===== src/rtl/ctl_pwm_pkg.sv =====
package ctl_pwm_pkg;

  // Counter action code: {1'b0, enable, terminal match}
  typedef enum logic [2:0] {
    ACT_IDLE_A = 3'b000,
    ACT_IDLE_B = 3'b001,
    ACT_STEP   = 3'b010,
    ACT_WRAP   = 3'b011
  } cnt_act_e;

  // Write target select
  typedef enum logic [1:0] {
    TGT_CTRL   = 2'd0,
    TGT_THRESH = 2'd1,
    TGT_TERM   = 2'd2,
    TGT_NONE   = 2'd3
  } wr_tgt_e;

endpackage


===== src/rtl/ctl_pwm_regs.sv =====
module ctl_pwm_regs
  import ctl_pwm_pkg::*;
#(
  parameter int WIDTH  = 8,
  parameter int CTRL_W = 8,
  parameter int BUS_W  = 8
) (
  input  logic              clk,
  input  logic              rst_n,
  input  logic              wr_en,
  input  logic [1:0]        wr_sel,
  input  logic [BUS_W-1:0]  wr_data,
  output logic [CTRL_W-1:0] ctrl_q,
  output logic [WIDTH-1:0]  thresh_q,
  output logic [WIDTH-1:0]  term_q
);

  localparam int NREG = 3;

  logic [NREG-1:0] ld;

  // one-hot load decode per target
  generate
    for (genvar i = 0; i < NREG; i++) begin : g_dec
      assign ld[i] = wr_en && (wr_sel == 2'(i));
    end
  endgenerate

  logic [CTRL_W-1:0] ctrl_d;
  logic [WIDTH-1:0]  thresh_d;
  logic [WIDTH-1:0]  term_d;

  always_comb begin
    ctrl_d   = ld[TGT_CTRL]   ? wr_data[CTRL_W-1:0] : ctrl_q;
    thresh_d = ld[TGT_THRESH] ? wr_data[WIDTH-1:0]  : thresh_q;
    term_d   = ld[TGT_TERM]   ? wr_data[WIDTH-1:0]  : term_q;
  end

  always_ff @(posedge clk or negedge rst_n) begin
    if (!rst_n) begin
      ctrl_q   <= '0;
      thresh_q <= '0;
      term_q   <= '0;
    end else begin
      ctrl_q   <= ctrl_d;
      thresh_q <= thresh_d;
      term_q   <= term_d;
    end
  end

endmodule


===== src/rtl/ctl_pwm_counter.sv =====
module ctl_pwm_counter
  import ctl_pwm_pkg::*;
#(
  parameter int WIDTH = 8
) (
  input  logic             clk,
  input  logic             rst_n,
  input  logic             run,
  input  logic [WIDTH-1:0] term,
  output logic [WIDTH-1:0] cnt_q
);

  logic             at_term;
  cnt_act_e         act;
  logic [WIDTH-1:0] cnt_d;
  logic             cnt_ce;

  assign at_term = (cnt_q == term);
  assign act     = cnt_act_e'({1'b0, run, at_term});

  always_comb begin
    cnt_ce = 1'b0;
    cnt_d  = cnt_q;
    unique case (act)
      ACT_STEP: begin
        cnt_ce = 1'b1;
        cnt_d  = cnt_q + 1'b1;
      end
      ACT_WRAP: begin
        cnt_ce = 1'b1;
        cnt_d  = '0;
      end
      default: begin
        cnt_ce = 1'b0;
        cnt_d  = cnt_q;
      end
    endcase
  end

  always_ff @(posedge clk or negedge rst_n) begin
    if (!rst_n) begin
      cnt_q <= '0;
    end else if (cnt_ce) begin
      cnt_q <= cnt_d;
    end
  end

endmodule


===== src/rtl/ctl_pwm_out.sv =====
module ctl_pwm_out #(
  parameter int WIDTH = 8
) (
  input  logic             clk,
  input  logic             rst_n,
  input  logic             run,
  input  logic [WIDTH-1:0] cnt,
  input  logic [WIDTH-1:0] thresh,
  output logic             pwm_q
);

  logic below;

  assign below = (cnt < thresh);

  always_ff @(posedge clk or negedge rst_n) begin
    if (!rst_n) begin
      pwm_q <= 1'b0;
    end else if (run) begin
      pwm_q <= below;
    end
  end

endmodule


===== src/rtl/ctl_pwm.sv =====
module ctl_pwm
  import ctl_pwm_pkg::*;
#(
  parameter int WIDTH  = 8,
  parameter int CTRL_W = 8,
  parameter int BUS_W  = 8
) (
  input  logic              clk,
  input  logic              rst_n,
  input  logic              wr_en,
  input  logic [1:0]        wr_sel,
  input  logic [BUS_W-1:0]  wr_data,
  output logic [CTRL_W-1:0] ctrl_rd,
  output logic              pwm
);

  localparam int RUN_BIT = 0;

  logic [CTRL_W-1:0] ctrl_q;
  logic [WIDTH-1:0]  thresh_q;
  logic [WIDTH-1:0]  term_q;
  logic [WIDTH-1:0]  cnt_q;
  logic              run;

  ctl_pwm_regs #(.WIDTH(WIDTH), .CTRL_W(CTRL_W), .BUS_W(BUS_W)) u_regs (
    .clk      (clk),
    .rst_n    (rst_n),
    .wr_en    (wr_en),
    .wr_sel   (wr_sel),
    .wr_data  (wr_data),
    .ctrl_q   (ctrl_q),
    .thresh_q (thresh_q),
    .term_q   (term_q)
  );

  assign run = ctrl_q[RUN_BIT];

  ctl_pwm_counter #(.WIDTH(WIDTH)) u_cnt (
    .clk   (clk),
    .rst_n (rst_n),
    .run   (run),
    .term  (term_q),
    .cnt_q (cnt_q)
  );

  ctl_pwm_out #(.WIDTH(WIDTH)) u_out (
    .clk    (clk),
    .rst_n  (rst_n),
    .run    (run),
    .cnt    (cnt_q),
    .thresh (thresh_q),
    .pwm_q  (pwm)
  );

  assign ctrl_rd = ctrl_q;

endmodule


===== config.mk =====
export PLATFORM = sky130hd
export DESIGN_NAME = ctl_pwm
export DESIGN_NICKNAME = d
export VERILOG_FILES = /design/src/rtl/ctl_pwm_pkg.sv /design/src/rtl/ctl_pwm_regs.sv /design/src/rtl/ctl_pwm_counter.sv /design/src/rtl/ctl_pwm_out.sv /design/src/rtl/ctl_pwm.sv
export SDC_FILE = /design/constraint.sdc
export NUM_CORES = 1
export LEC_CHECK = 0
export BUFFER_PORTS_ARGS = -buffer_cell sky130_fd_sc_hd__clkbuf_2
export CORE_UTILIZATION = 25
export CTS_BUF_LIST = sky130_fd_sc_hd__clkbuf_2 sky130_fd_sc_hd__clkbuf_4 sky130_fd_sc_hd__clkbuf_8
export CTS_CLUSTER_DIAMETER = 120
export CTS_CLUSTER_SIZE = 25
export DETAILED_ROUTE_END_ITERATION = 8
export SLEW_MARGIN = 10
export SYNTH_ARGS = -nofsm -noshare
export SYNTH_HDL_FRONTEND = slang
export SYNTH_SLANG_ARGS = --single-unit
export TNS_END_PERCENT = 50

===== constraint.sdc =====
create_clock -name clk -period 1.6 [get_ports clk]
set_input_delay 0.32 -clock clk [delete_from_list [all_inputs] [get_ports clk]]
set_output_delay 0.32 -clock clk [all_outputs]
set_load 0.05 [all_outputs]

==> results.cfg <==
[status]
status = complete, no violations

[power]
ir_worst_vdd_uv = 663
power_mw = 2.81
power_density_mw_per_mm2 = 1450
power.leakage_nw = 0.902

[floorplan]
die_area_mm2 = 0.00679
die_h_um = 82.4
core_mm2 = 0.00606
initial_utilization_pct = 26.7
fp.dieW_um = 82.4
ios = 22
rows = 28

[cts]
cts_buffer_depth = 2
clk_pin_slew_ns = 0.07
cts.htree.levels = 2
cts.repair.resized = 0
root_buffer = clkbuf_8
cts.sinks = 33
numCtsBuffers = 5
clock_latency_ns = 0.28
tritoncts = built

[final_layout]
instances_no_fill = 235
area_growth_pct = 20.2
drive_gt1_share_pct = 38.1
diodes = 0
fillers = 626
fin_nets = 181

[worst_setup_path]
endpoint_kind = flop
critical_path_class = reg -> reg
cp_max_fo = 5
rr_endpoint = u_out.pwm_q$_DFFE_PN0P_
required_ns = 1.80
critPathLaunch = u_cnt.cnt_q[5]$_DFFE_PN0P_
arrival_ns = 1.68
reg2reg_slack_ns = 0.12
startpoint_type = flop
r2r_start = u_cnt.cnt_q[5]$_DFFE_PN0P_
reg2regPathDepth = 5
endpoint = u_out.pwm_q$_DFFE_PN0P_

[yosys]
ys_seq_area_share_pct = 51.1
syn_area_mm2 = 0.00162
synth_cell_types = 24
syn_inst = 129
yosys_warnings = 0
synth_nets = 150
ys_ff_latch = 33
avgSynthCellArea_um2 = 12.5

[timing]
period_minus_slack_ns = 1.48
rsz0062_at_grt = false
setup_viol = 0
skew_ns = 0.00580
final-max-slew-violation-count = 0
fin_crit_sh_pct = 92.6
relSlewSlack_pct = 72.8
worst_slew_pin_slew_ns = 0.407
fin_setup_tns_ns = 0
hold_viol = 0
fmax_ghz = 0.675
fin_hold_ws_ns = 0.298

[grt]
grt_pass1_wl_mm = 4.83
antenna_found_initial = 0
grt_usage_pct = 9.84
grt_max_degree = 20
grt-ovfl-total = 0
grt_pass1_vias = 985

[placed_design]
dp_cells = 227
dp_hpwl_mm = 2.16
io_buffers = 21
routabilityCongestion = 0.822

[drt]
routed_wl_mm = 2.80
wl_per_cell_um = 11.9
vias = 1018
drtIter0Drc = 16
drt_first_pass_iters = 5
viasPerCell = 4.33
route.detailed.drc = 0
antenna_left = 0

[hold_path]
hold_path.class = in -> reg

[run]
maxCapViolCount = 0
-- logic make-up after synthesis --
family | Yosys count | share of synthesized area, %
AO/OA/AOI/OAI | 7 | 2.56
adder cells (fa/ha/maj) | 8 | 6.20
XOR/XNOR | 15 | 8.13
multiplexers | 25 | 17.4
flip-flops | 33 | 51.1
AND/OR/NAND/NOR | 31 | 11.9
buffers and inverters | 10 | 2.79
-- final cells by class --
class                           instances  area, um2  area share (%)
Tap cell                               75       93.8            4.83
Sequential cell                        33        826            42.5
Multi-Input combinational cell         86        744            38.3
Timing Repair Buffer                   26        158            8.12
Inverter                                8       30.0            1.55
Clock buffer                            7       90.1            4.64
-- how the worst min path moves through the flow --
stage	from	to	slack, ns	depth (start not counted)
5_1_grt	wr_data[6]	u_regs.term_q[6]$_DFFE_PN0P_	0.30	2
4_1_cts	wr_data[3]	u_regs.term_q[3]$_DFFE_PN0P_	0.30	2
6_report	wr_data[3]	u_regs.term_q[3]$_DFFE_PN0P_	0.30	2
3_3_place_gp	rst_n	u_regs.ctrl_q[1]$_DFFE_PN0P_	0.27	1
3_5_place_dp	rst_n	u_regs.thresh_q[1]$_DFFE_PN0P_	0.27	1
2_1_floorplan	rst_n	u_cnt.cnt_q[0]$_DFFE_PN0P_	0.02	0
-- sequential cells by signal, summed over array words and instances, names as in the netlist --
register         flops
u_regs.ctrl_q        8
u_cnt.cnt_q          8
u_out.pwm_q          1
u_regs.thresh_q      8
u_regs.term_q        8
-- stage by stage --
step	instance area, um2	setup slack [ns]	utilization (%)
after floorplan	1620	0.192	-
after global placement	1840	0.144	30.4
after detailed placement	1840	0.129	30.4
after CTS	1940	0.113	32.0
after global routing	1940	0.0591	32.0
final	1940	0.118	32.0
-- timing repair --
item	in CTS	in global routing
hold buffers	1	0
hold endpoints to repair	14	0
buffers inserted	0	0
-- per-layer routing --
metal | global-route usage [%] | part of all wire (%) | vias to the layer above
met3 | 2.64 | 3.2 | 5
met1 | 12.9 | 48 | 493
met5 | 0 | 0 | -
li1 | - | - | 504
met2 | 15.2 | 47 | 16
met4 | 4.21 | 1.9 | 0
-- synthesized netlist by cell type --
library cell,instances,area share [%]
nand4_1,3,1.2
xnor2_1,12,6.5
nor3_1,1,0.31
inv_1,8,1.9
nand2b_1,1,0.39
nor2_1,10,2.3
and3_1,2,0.77
dfrtp_1,33,51
nand2_1,5,1.2
nor3b_4,1,1.2
mux2i_1,1,0.62
mux2_2,24,17
xor2_1,3,1.6
nor3_4,1,1.0
nand3_1,3,0.93
o21ai_0,2,0.62
a41oi_1,1,0.54
nand3b_2,2,1.4
ha_1,8,6.2
buf_4,2,0.93
a21oi_1,3,0.93
a21o_1,1,0.46
nor2b_1,1,0.39
nand2b_4,1,0.85
-- placed cells by master (no fill, tap or decap), drive strengths merged --
master / instances
xor2: 3
xnor2: 12
a21o: 1
o21ai: 2
dfrtp: 33
buf: 4
nor3b: 1
inv: 8
and3: 2
clkbuf: 28
a21oi: 3
mux2i: 1
a41oi: 1
nor2b: 1
nor3: 2
nor2: 10
mux2: 24
ha: 8
dlygate4sd3: 1
nand2: 5
nand4: 3
nand3: 3
nand3b: 2
nand2b: 2
-- worst max-delay path: stages (launching register included) --
cell and delay [ns]:
dfrtp_1 0.43, ha_1 0.31, and3_1 0.19, and3_1 0.17, a21o_1 0.14, a41oi_1 0.15
-- report_power, final --
part / switching [mW] / internal, mW
sequential: 0.220 / 1.04
combinational: 0.497 / 0.409
clock: 0.286 / 0.358
(Power assumes the default switching activity.)
